## config.mk

```make
export PLATFORM = sky130hd
export DESIGN_NAME = twophase_pwm_steer
export DESIGN_NICKNAME = d
export VERILOG_FILES = /design/src/rtl/twophase_pwm_steer.sv
export SDC_FILE = /design/constraint.sdc
export NUM_CORES = 1
export LEC_CHECK = 0
export BUFFER_PORTS_ARGS = -buffer_cell sky130_fd_sc_hd__buf_2
export CAP_MARGIN = 30
export CORE_MARGIN = 10
export CORE_UTILIZATION = 45
export CTS_CLUSTER_SIZE = 30
export DETAILED_ROUTE_END_ITERATION = 12
export PLACE_DENSITY = 0.68
export SYNTH_ARGS = -nofsm -noshare
export SYNTH_HDL_FRONTEND = slang
export SYNTH_SLANG_ARGS = --single-unit
```

## constraint.sdc

```tcl
create_clock -name clk -period 1.7 [get_ports clk]
set_clock_uncertainty 0.05 [all_clocks]
set_input_delay 0.255 -clock clk [delete_from_list [all_inputs] [get_ports clk]]
set_output_delay 0.255 -clock clk [all_outputs]
set_load 0.05 [all_outputs]
```

## src/rtl/twophase_pwm_steer.sv

```systemverilog
module twophase_pwm_steer #(
  parameter int CNT_W = 8
) (
  input  logic             clk,
  input  logic             rst_n,
  input  logic             en,
  input  logic             tick,
  input  logic             trip_async,
  input  logic [CNT_W-1:0] max_on,
  output logic             pwm1,
  output logic             pwm2,
  output logic             last_phase
);

  logic [1:0]       sync_q;
  logic             trip_s;
  logic             nxt;
  logic [CNT_W-1:0] on_cnt;
  logic             active;
  logic             guard_hit;

  assign trip_s    = sync_q[1];
  assign active    = pwm1 | pwm2;
  assign guard_hit = (max_on != '0) && (on_cnt >= max_on);

  always_ff @(posedge clk or negedge rst_n)
    if (!rst_n) sync_q <= '0;
    else        sync_q <= {sync_q[0], trip_async};

  always_ff @(posedge clk or negedge rst_n) begin
    if (!rst_n) begin
      pwm1       <= 1'b0;
      pwm2       <= 1'b0;
      nxt        <= 1'b0;
      last_phase <= 1'b0;
      on_cnt     <= '0;
    end else if (!en) begin
      pwm1   <= 1'b0;
      pwm2   <= 1'b0;
      nxt    <= 1'b0;
      on_cnt <= '0;
    end else if (tick) begin
      pwm1       <= ~nxt;
      pwm2       <= nxt;
      last_phase <= nxt;
      nxt        <= ~nxt;
      on_cnt     <= CNT_W'(1);
    end else if (active && (trip_s || guard_hit)) begin
      pwm1   <= 1'b0;
      pwm2   <= 1'b0;
      on_cnt <= '0;
    end else if (active && on_cnt != '1) begin
      on_cnt <= on_cnt + CNT_W'(1);
    end
  end


  excl_chk: assert property (@(posedge clk) disable iff (!rst_n) !(pwm1 && pwm2));


  start_chk: assert property (@(posedge clk) disable iff (!rst_n)
    (en && tick) |=> (pwm1 ^ pwm2));


  alt12_chk: assert property (@(posedge clk) disable iff (!rst_n)
    (en && tick && pwm1) |=> (pwm2 && !pwm1));


  alt21_chk: assert property (@(posedge clk) disable iff (!rst_n)
    (en && tick && pwm2) |=> (pwm1 && !pwm2));


  dis_chk: assert property (@(posedge clk) disable iff (!rst_n)
    !en |=> (!pwm1 && !pwm2));


  idle_chk: assert property (@(posedge clk) disable iff (!rst_n)
    (!pwm1 && !pwm2 && !(en && tick)) |=> (!pwm1 && !pwm2));


  guard_chk: assert property (@(posedge clk) disable iff (!rst_n)
    (en && active && !tick && guard_hit) |=> (!pwm1 && !pwm2));

endmodule

```

### After elaboration in Yosys (flattened, before gate mapping)

Index checks and enable logic that the tools add are counted.

* flip-flop bits (word level): 14
* input bits: 13
* logic and storage cells: 31
* output and inout port bits: 3

* bitwise gates (word level): 2
* eq/ne operators: 4
* add/subtract/negate cells: 1
* multiplexer cells: 11
* magnitude comparators: 1
* reductions and logical operators: 6

Operators with widths (count)
* 8-bit 2-to-1 mux: 4
* 8-bit by 1-bit adder with 8-bit output (second input constant): 1
* 8-bit >= comparator: 1
* 8-bit != test (second input constant): 1
* 8-bit nonzero test: 1
* 1-bit 2-to-1 mux: 7
* 4-bit by 1-bit != test with 1-bit output (second input constant): 1
* 1-bit logical AND: 3
* 3-bit by 1-bit != test with 1-bit output (second input constant): 1
* 2-bit by 1-bit != test with 1-bit output (second input constant): 1
* 2-bit AND reduction: 1
* 1-bit logical OR: 1
* 1-bit NOT: 1
* 1-bit bitwise OR: 1

### Logic depth before layout (Yosys ltp)

Gate-level depths: netlist (run 1).

* depth in word-level cells: 7
* gate-level depth with buffers: 6
* gate-level depth less buffers: 6

### Worst setup path before layout (run 1)

Ideal clock, no wire load.

* path type: flip-flop to flip-flop
* start: register on_cnt[2]
* end: register on_cnt[7]
* period minus slack after synthesis: 1870 ps
* setup slack: -170 ps
* library setup time: 107 ps
* buffers on the path: 0
* required time: 1543 ps
* cell stages (with the launch flop): 6
* arrival time: 1714 ps
* cells stage by stage: dfrtp_1 -> ha_1 -> or4_4 -> a21oi_4 -> o31ai_4 -> a2111oi_4

* word-level cells in the longest chain between the ends: 7
* elaborated cells between the ends (all ways): 12
* those cells by class: add/sub: 1; order compare: 1; eq/ne: 2; mux: 4; reduce/logical: 4

RTL lines
* start, declared: line 18 `logic [CNT_W-1:0] on_cnt;`
* start signal, assigned: line 53 `on_cnt <= on_cnt + CNT_W'(1);`
* 8-bit >= comparator: line 24 `assign guard_hit = (max_on != '0) && (on_cnt >= max_on);`
* 1-bit logical AND: line 24
* 1-bit logical OR: line 48 `end else if (active && (trip_s || guard_hit)) begin`
* 1-bit logical AND: line 48
* 8-bit 2-to-1 mux: line 48
* 8-bit 2-to-1 mux: line 42 `end else if (tick) begin`
* 8-bit 2-to-1 mux: line 37 `end else if (!en) begin`

Several ways; a longest one is shown, not always the timed one. The select of a mux whose other input is x is not followed.
A chain may end at the register's enable or synchronous reset.

### Final worst setup path (run 1)

* start: register on_cnt[2]
* end: register on_cnt[6]

The elaborated chain is that of the path after synthesis.

==> run summary, run 1 <==
================================================================================
Sequential Area                                                        352 sq um
Area of combinational cells with multiple inputs                       652 sq um
Arrival @ worst endpoint                                                 2030 ps
Antenna Nets Post-Route                                                        0
Total Die Area                                                      0.00446 sq mm
Status                                                              finished with violations
Number of sinks handled by clock tree synthesis                               14
Layout Cells excl Fill                                                       166
Cells traversed along the worst timing path                         ha_2 -> or4_4 -> a21oi_4 -> o31ai_4 -> buf_4 -> a211oi_2
DRC violation total after the first TritonRoute iteration                     42
Cell type contributing the most total cell area after synthesis     sky130_fd_sc_hd__dfrtp_1
CTS HTree Levels                                                               1
Violations in the final reports                                     negative setup slack
Clock period minus final worst setup slack                               1870 ps
Gate count after technology mapping                                           98
Final clock period utilization by the worst path                            1.10
Logic depth of the worst register-to-register path                             6
Die Wd                                                              66.8 microns
Final HPWL DP                                                       1850 microns
Vias in the first global route                                               964
Fraction of post-synthesis cell area in the top cell type by area          0.355
Fraction of power consumed by the clock network                            0.270
Remaining global-route overflow                                                0
Yosys warning count                                                            0
Cell at the slowest stage of the critical path                      sky130_fd_sc_hd__or4_4
Part of the total power dissipated in sequential elements                  0.470
Endpoints failing hold                                                         0
Top cells by area, synth                                            sky130_fd_sc_hd__dfrtp_1 (36%), sky130_fd_sc_hd__ha_1 (11%), sky130_fd_sc_hd__inv_1 (4.9%), sky130_fd_sc_hd__a211oi_1 (4.6%), sky130_fd_sc_hd__mux2i_1 (3.0%)
Nets@finish                                                                  162
Min setup slack post-route                                               -168 ps
Starting density of the core                                               0.488
Total power per unit cell area                                       560 mW/mm^2
Stage delay of the slowest cell on the critical path                      520 ps
Final setup violation count                                                    9
Setup slack of the worst register-to-register path                       -170 ps
Power Internal                                                            517 uW
Netlist Area Pre-Place                                                 986 sq um
Height of the die                                                   66.8 microns
Flops & latches, synth                                                        14
Clock tree from TritonCTS                                                   done
Tightest hold margin                                                     22.7 ps
Max-cap violations                                                             0
Sw power                                                                  238 uW
Comb pwr share                                                             0.259
Number of rows created at floorplan                                           16
TritonCTS buffer count                                                         3
Vias                                                                         904
Overall power of the completed layout                                     755 uW
Final estimated routing congestion in global placement                     0.781
Initial DRT Pass Iterations                                                    4
Floorplan Core Area                                                 0.00202 sq mm
Maximum clock rate                                                       535 MHz
Most common library cells after synthesis                           sky130_fd_sc_hd__dfrtp_1 (14), sky130_fd_sc_hd__inv_1 (13), sky130_fd_sc_hd__ha_1 (9)
Relative slew slack                                                        0.526
Critical Path Source Type                                                   flop
Mean instance size in the synthesized netlist                         10.1 sq um
Worst-Skew Late Latency                                                   290 ps
Slew @ Worst Pin                                                          709 ps
Initial antenna violation count                                                0
Maximum number of pins on one net before global-route repair                  15
Deepest clock path buffer count                                                2
Count of distinct cell types in the synthesized netlist                       34
Number of filler cells placed in the layout                                  177
CTS clock-pin slew for the worst setup and hold paths                      90 ps
Most frequently used cell type in the post-synthesis netlist        sky130_fd_sc_hd__dfrtp_1
Cells after DPL                                                              156
Number of instances on the worst hold path                                     1
Mapped Nets                                                                  120
Number of top-level design ports                                              16
Number of buffer cells added on primary ports                                 15
Post-synth ARST share                                                       1.00
Worst IR drop on VDD                                                  0.000471 V
Area Growth Syn to Fin                                                     36.7%
Peak fanout along the critical path                                            5
Share of post-route cells with drive strength above 1                      0.410
Total global routing track utilization                                     0.124
First-pass GRT wire length                                          4270 microns
Element type at the critical path end                                       flop
Cell leakage power                                                   0.000629 uW
Post-synthesis sequential area ratio                                       0.355
Final-report max-slew violation count                                          0
Path class of the lowest-slack min-delay path                          in -> reg
Setup repair after global routing missed its margin                          yes
Via count normalized by instance count                                      5.45
Switching share of power                                                   0.315
Post-synth EDFFs                                                               0
Required time at the worst-slack endpoint                                1860 ps
Routed WL per cell                                                  15.0 microns
Final antenna diode count                                                      0
Most instantiated flip-flop cell in the synthesis netlist           sky130_fd_sc_hd__dfrtp_1
Buffer cell driving the clock tree root                             sky130_fd_sc_hd__clkbuf_4
Remaining routing DRC violations                                               0
Total detailed-routing wirelength                                   2490 microns
Type of the setup path with the least slack                           reg -> reg
================================================================================
==> layout by cell type, fill, tap and decap left out, types with 2 or more instances in the layout <==
cell | Yosys | layout
sky130_fd_sc_hd__nor2b_1 | 2 | 2
sky130_fd_sc_hd__dfrtp_1 | 14 | 13
sky130_fd_sc_hd__ha_2 | 0 | 3
sky130_fd_sc_hd__buf_2 | 0 | 15
sky130_fd_sc_hd__a21oi_4 | 1 | 2
sky130_fd_sc_hd__a21oi_1 | 3 | 2
sky130_fd_sc_hd__buf_4 | 0 | 20
sky130_fd_sc_hd__xnor2_1 | 2 | 2
sky130_fd_sc_hd__mux2i_1 | 3 | 3
sky130_fd_sc_hd__clkbuf_4 | 0 | 3
sky130_fd_sc_hd__o21a_1 | 2 | 2
sky130_fd_sc_hd__a211oi_1 | 6 | 3
sky130_fd_sc_hd__nand3_1 | 4 | 4
sky130_fd_sc_hd__and4_1 | 2 | 2
sky130_fd_sc_hd__ha_1 | 9 | 5
sky130_fd_sc_hd__o21ai_0 | 5 | 5
sky130_fd_sc_hd__nor2_1 | 6 | 6
sky130_fd_sc_hd__nor3_1 | 2 | 2
sky130_fd_sc_hd__a211oi_2 | 0 | 3
sky130_fd_sc_hd__nand2_1 | 5 | 5
sky130_fd_sc_hd__inv_1 | 13 | 13
==> power groups by stage <==
stage | combinational (uW) | clock [uW] | sequential [uW]
5_1_grt | 215 | 229 | 357
4_1_cts | 189 | 208 | 355
6_report | 196 | 204 | 355
3_5_place_dp | 177 | 0 | 362
3_3_place_gp | 172 | 0 | 361
2_1_floorplan | 79.9 | 0 | 383
==> worst max-delay path, delay by kind of cell, from the launching register on <==
family,cells,cell delay (ps)
AO/OA/AOI/OAI,3,480
adder cells (fa/ha/maj),1,180
AND/OR/NAND/NOR,1,520
buffers and inverters,1,180
flip-flops,1,390
==> routing by layer <==
| layer | global-route usage | vias to the layer above | part of all wire | wire, microns |
|---|---|---|---|---|
| met3 | 0.0334 | 7 | 0.043 | 106 |
| met5 | 0 | - | 0 | 0 |
| met4 | 0.0707 | 0 | 0.027 | 66 |
| met1 | 0.133 | 430 | 0.45 | 1130 |
| li1 | - | 448 | - | - |
| met2 | 0.214 | 19 | 0.48 | 1190 |
==> sequential cells by signal, indices dropped and copies added (netlist names) <==
| register | flops |
|---|---|
| nxt | 1 |
| pwm2 | 1 |
| last_phase | 1 |
| on_cnt | 8 |
| sync_q | 2 |
| pwm1 | 1 |
==> what timing repair did <==
item                                    4_1_cts  5_1_grt
resized for setup                             4        3
hold buffers                                  1        0
gates cloned                                  1        0
buffers inserted                              2        2
endpoints found under the setup margin       10       10
pin swaps                                     3        4
hold endpoints to repair                     14        0
==> kinds of logic (layout without fill, tap and decap cells) <==
| group | after synthesis | count (layout) | synth area share |
|---|---|---|---|
| multiplexers | 4 | 4 | 0.0419 |
| XOR/XNOR | 3 | 3 | 0.0267 |
| buffers and inverters | 13 | 53 | 0.0495 |
| AO/OA/AOI/OAI | 29 | 30 | 0.273 |
| flip-flops | 14 | 14 | 0.355 |
| adder cells (fa/ha/maj) | 9 | 9 | 0.114 |
| AND/OR/NAND/NOR | 26 | 26 | 0.140 |
==> worst paths after layout <==
path,startpoint,to
hold / removal,trip_async,sync_q[0]$_DFF_PN0_
hold reg to reg,sync_q[0]$_DFF_PN0_,sync_q[1]$_DFF_PN0_
min in group asynchronous,rst_n,on_cnt[3]$_DFFE_PN0P_
setup reg to reg,on_cnt[2]$_DFFE_PN0P_,on_cnt[6]$_DFFE_PN0P_
max in group asynchronous,rst_n,pwm2$_DFFE_PN0P_
setup / recovery,on_cnt[2]$_DFFE_PN0P_,on_cnt[6]$_DFFE_PN0P_
==> area by class of cell <==
type / instances / area share
inverters: 13 / 0.0362
repair buffers: 36 / 0.175
clock buffers: 4 / 0.0195
well taps: 27 / 0.0251
flip-flops and latches: 14 / 0.261
multi-input cells: 72 / 0.484
==> per-stage QoR <==
step,cell area (sq um),setup WS (ps),utilization,TNS (ps)
2_1_floorplan,996,-86.4,-,-215
3_3_place_gp,1220,-109,0.606,-584
3_5_place_dp,1220,-150,0.606,-945
4_1_cts,1320,-130,0.651,-679
5_1_grt,1350,-237,0.666,-1850
6_report,1350,-168,0.666,-839
Note: power is estimated with default switching activity, not from simulation.
==> run 2, diff against run 1 <==
Settings changed: ABC_AREA set to 1, CELL_PAD_IN_SITES_DETAIL_PLACEMENT set to 1, CELL_PAD_IN_SITES_GLOBAL_PLACEMENT set to 2, CORE_UTILIZATION 45 to 27, PLACE_DENSITY 0.68 to not set, PLACE_DENSITY_LB_ADDON set to 0.1.
==> run 2 against run 1 <==
Global-route usage shrank 4.4 points. The flow now finishes without violations. First-iteration DRC count is 83% lower. Highest routed layer unchanged. Synthesized cell count rose by 18%. Largest cell class unchanged.
==> run summary, run 2 <==
========================================================================================
Deepest clock path buffer count                                                        2   unchanged
Status                                                                      finished, final reports clean
Number of filler cells placed in the layout                                          411   +130%
Total global routing track utilization                                            0.0802   -0.0442
Required time at the worst-slack endpoint                                        1810 ps   -50 ps
Max-cap violations                                                                     0   unchanged
Mapped Nets                                                                          138   +15%
Maximum clock rate                                                               590 MHz   +10%
Post-Synth Simple-Gate Area                                                        0.305   +0.165
Number of sinks handled by clock tree synthesis                                       14   unchanged
Final antenna diode count                                                              0   unchanged
Final setup violation count                                                            0   -9
Maximum number of pins on one net before global-route repair                          15   unchanged
Multiplexer fraction of the synthesized cell area                                      0   -0.0419
Most frequent cells in the layout                                           sky130_fd_sc_hd__nand2_1 (24), sky130_fd_sc_hd__inv_1 (19), sky130_fd_sc_hd__buf_2 (15)
Cell at the slowest stage of the critical path                              sky130_fd_sc_hd__dfrtp_1
Number of instances on the worst hold path                                             1   unchanged
Count of distinct cell types in the synthesized netlist                               20   -41%
Final HPWL DP                                                               1880 microns   +1.3%
Routed WL per cell                                                          12.7 microns   -15%
Number of top-level design ports                                                      16   unchanged
Yosys warning count                                                                    0   unchanged
Vias in the first global route                                                       904   -6.2%
Total Die Area                                                              0.00597 sq mm   +34%
Final clock period utilization by the worst path                                   0.996   -0.103
Peak fanout along the critical path                                                    5   unchanged
Initial DRT Pass Iterations                                                            2   -2
Layout Utilization                                                                 0.423   -0.243
Cell leakage power                                                           0.000676 uW   +7.5%
Most frequently used cell type in the post-synthesis netlist                sky130_fd_sc_hd__nand2_1
TritonCTS buffer count                                                                 3   unchanged
Vias                                                                                 856   -5.3%
Netlist Area Pre-Place                                                         886 sq um   -10%
Area share of fa/ha/maj cells after synthesis                                      0.127   +0.0129
Logic depth of the worst register-to-register path                                    10   +4
Clock tree from TritonCTS                                                           done
Height of the die                                                           77.3 microns   +16%
Cells traversed along the worst timing path                                 ha_4 -> nand2_2 -> nor2_4 -> nand4_1 -> nand3_1 -> nand2_1 -> nand2_2 -> nand2_4 -> nand2_4 -> o22ai_2
Count of cell instances traversed by the critical path                                10   +4
Post-synth EDFFs                                                                       0   unchanged
Die Wd                                                                      77.3 microns   +16%
Most common library cells after synthesis                                   sky130_fd_sc_hd__nand2_1 (31), sky130_fd_sc_hd__inv_1 (20), sky130_fd_sc_hd__dfrtp_1 (14)
CTS HTree Levels                                                                       1   unchanged
Top cells by area, synth                                                    sky130_fd_sc_hd__dfrtp_1 (40%), sky130_fd_sc_hd__nand2_1 (13%), sky130_fd_sc_hd__ha_1 (13%), sky130_fd_sc_hd__inv_1 (8.5%), sky130_fd_sc_hd__nor2_1 (4.7%)
Total detailed-routing wirelength                                           2470 microns   -0.88%
CTS clock-pin slew for the worst setup and hold paths                              80 ps   about the same
Sequential Area                                                                352 sq um   unchanged
Post-synth ARST share                                                               1.00   unchanged
Buffer cell driving the clock tree root                                     sky130_fd_sc_hd__clkbuf_4
Setup repair after global routing missed its margin                                  yes
Cell type contributing the most total cell area after synthesis             sky130_fd_sc_hd__dfrtp_1
Relative slew slack                                                                0.591   +0.0651
Gate count after technology mapping                                                  116   +18%
Area of combinational cells with multiple inputs                               604 sq um   -7.3%
Share of post-route cells with drive strength above 1                              0.447   +0.0366
Path class of the lowest-slack min-delay path                                  in -> reg
Slew @ Worst Pin                                                                  611 ps   -97.7 ps
Number of flip-flops in the largest register                                           8   unchanged
Min setup slack post-route                                                       6.08 ps   +174 ps
DRC violation total after the first TritonRoute iteration                              7   -83%
Final estimated routing congestion in global placement                             0.704   -9.8%
Initial antenna violation count                                                        0   unchanged
Worst IR drop on VDD                                                          0.000418 V   -11%
Remaining routing DRC violations                                                       0   unchanged
Overall power of the completed layout                                             766 uW   +1.5%
Most instantiated flip-flop cell in the synthesis netlist                   sky130_fd_sc_hd__dfrtp_1
Nets@finish                                                                          173   +6.8%
Starting density of the core                                                       0.285   -0.202
Area Growth Syn to Fin                                                             48.2%
Register containing the most flip-flops in the final layout                       on_cnt
Number of buffer cells added on primary ports                                         15   unchanged
Worst-Skew Late Latency                                                           270 ps   -20 ps
Post-synthesis sequential area ratio                                               0.395   +0.0402
First-pass GRT wire length                                                  3940 microns   -7.8%
Crit path buf inv count                                                                0   -1
Type of the setup path with the least slack                                   reg -> reg
Category of cells accounting for the largest share of critical-path delay   simple AND/OR/NAND/NOR gates
Total power per unit cell area                                               584 mW/mm^2   +4.2%
Antenna Nets Post-Route                                                                0   unchanged
Arrival @ worst endpoint                                                         1810 ps   -220 ps
Critical Path Source Type                                                           flop
Via count normalized by instance count                                              4.41   -19%
Stage delay of the slowest cell on the critical path                              420 ps   -100 ps
Post-synthesis compound-gate area fraction                                        0.0494   -0.223
Mean instance size in the synthesized netlist                                 7.64 sq um   -24%
Final setup TNS                                                                     0 ps   +839 ps
Endpoints failing hold                                                                 0   unchanged
Remaining global-route overflow                                                        0   unchanged
Clock period minus final worst setup slack                                       1690 ps   -174 ps
Element type at the critical path end                                               flop
Number of rows created at floorplan                                                   20   +4
Largest registers                                                           on_cnt x8, sync_q x2
Post-placement setup slack                                                      -82.3 ps   +68.0 ps
Flops & latches, synth                                                                14   unchanged
Xor/xnor share of the synthesized area                                            0.0297   +0.00301
Combinational family with the most area after synthesis                     simple AND/OR/NAND/NOR gates
Floorplan Core Area                                                         0.00310 sq mm   +53%
Most common cell after layout, fill and taps aside                          sky130_fd_sc_hd__nand2_1
Fraction of post-synthesis cell area in the top cell type by area                  0.395   +0.0402
Final-report max-slew violation count                                                  0   unchanged
========================================================================================
run 2: cell types whose count changed in the layout (fill, tap and decap cells not counted), moves of 4 or more:
cell / previous run / this run
sky130_fd_sc_hd__o21ai_0: 5 / 1
sky130_fd_sc_hd__nand2_4: 0 / 4
sky130_fd_sc_hd__nor2_2: 0 / 4
sky130_fd_sc_hd__nand2_1: 5 / 24
sky130_fd_sc_hd__buf_4: 20 / 13
sky130_fd_sc_hd__inv_1: 13 / 19
sky130_fd_sc_hd__nand2_2: 0 / 7
run 2: report_power, final:
| group | switching, uW | internal (uW) | total [uW] |
|---|---|---|---|
| registers | 9.03 | 348 | 357 |
| logic | 112 | 63.6 | 175 |
| clock network | 104 | 130 | 234 |
| total | 225 | 541 | 766 |
run 2: cell type report:
cell class,instances,share of cell area
multi-input combinational,81,0.460
inverter,22,0.0629
timing repair buffer,29,0.139
tap,44,0.0419
clock buffer,4,0.0276
sequential,14,0.268
run 2: repair_timing:
item / in CTS / in global routing
gates resized for setup: 8 / 24
hold buffers: 1 / 0
gates cloned: 1 / 0
endpoints found under the hold margin: 14 / 0
pin swaps: 1 / 12
setup endpoints to repair: 10 / 10
buffers inserted: 2 / 4
run 2: through the flow:
stage          cells  hold slack (ps)  cell area, sq um
4_1_cts          190             18.5              1180
6_report         194             30.8              1310
3_5_place_dp     182              121              1070
5_1_grt          194             27.3              1310
3_3_place_gp     182              121              1070
2_1_floorplan    116            -90.6               886
run 2: worst paths after layout:
path	end	start	slack, ps
setup / recovery	pwm2$_DFFE_PN0P_	on_cnt[7]$_DFFE_PN0P_	6
hold / removal	sync_q[0]$_DFF_PN0_	trip_async	30
setup reg to reg	pwm2$_DFFE_PN0P_	on_cnt[7]$_DFFE_PN0P_	6
hold reg to reg	sync_q[1]$_DFF_PN0_	sync_q[0]$_DFF_PN0_	310
max in group asynchronous	on_cnt[1]$_DFFE_PN0P_	rst_n	990
min in group asynchronous	last_phase$_DFFE_PN0P_	rst_n	350
run 2: cell families after synthesis:
kind of cell               Yosys count
xor gates and xnor gates             3
adders and majority gates            9
AOI/OAI and AO/OA                    8
DFF                                 14
and+or+nand+nor                     60
buffers and inverters               22
run 2: metal layers:
layer / track usage / vias up / routed length, microns
li1: - / 432 / -
met4: 0.0328 / 0 / 19
met1: 0.0925 / 410 / 1090
met2: 0.140 / 12 / 1270
met5: 0 / - / 0
met3: 0.0163 / 2 / 86
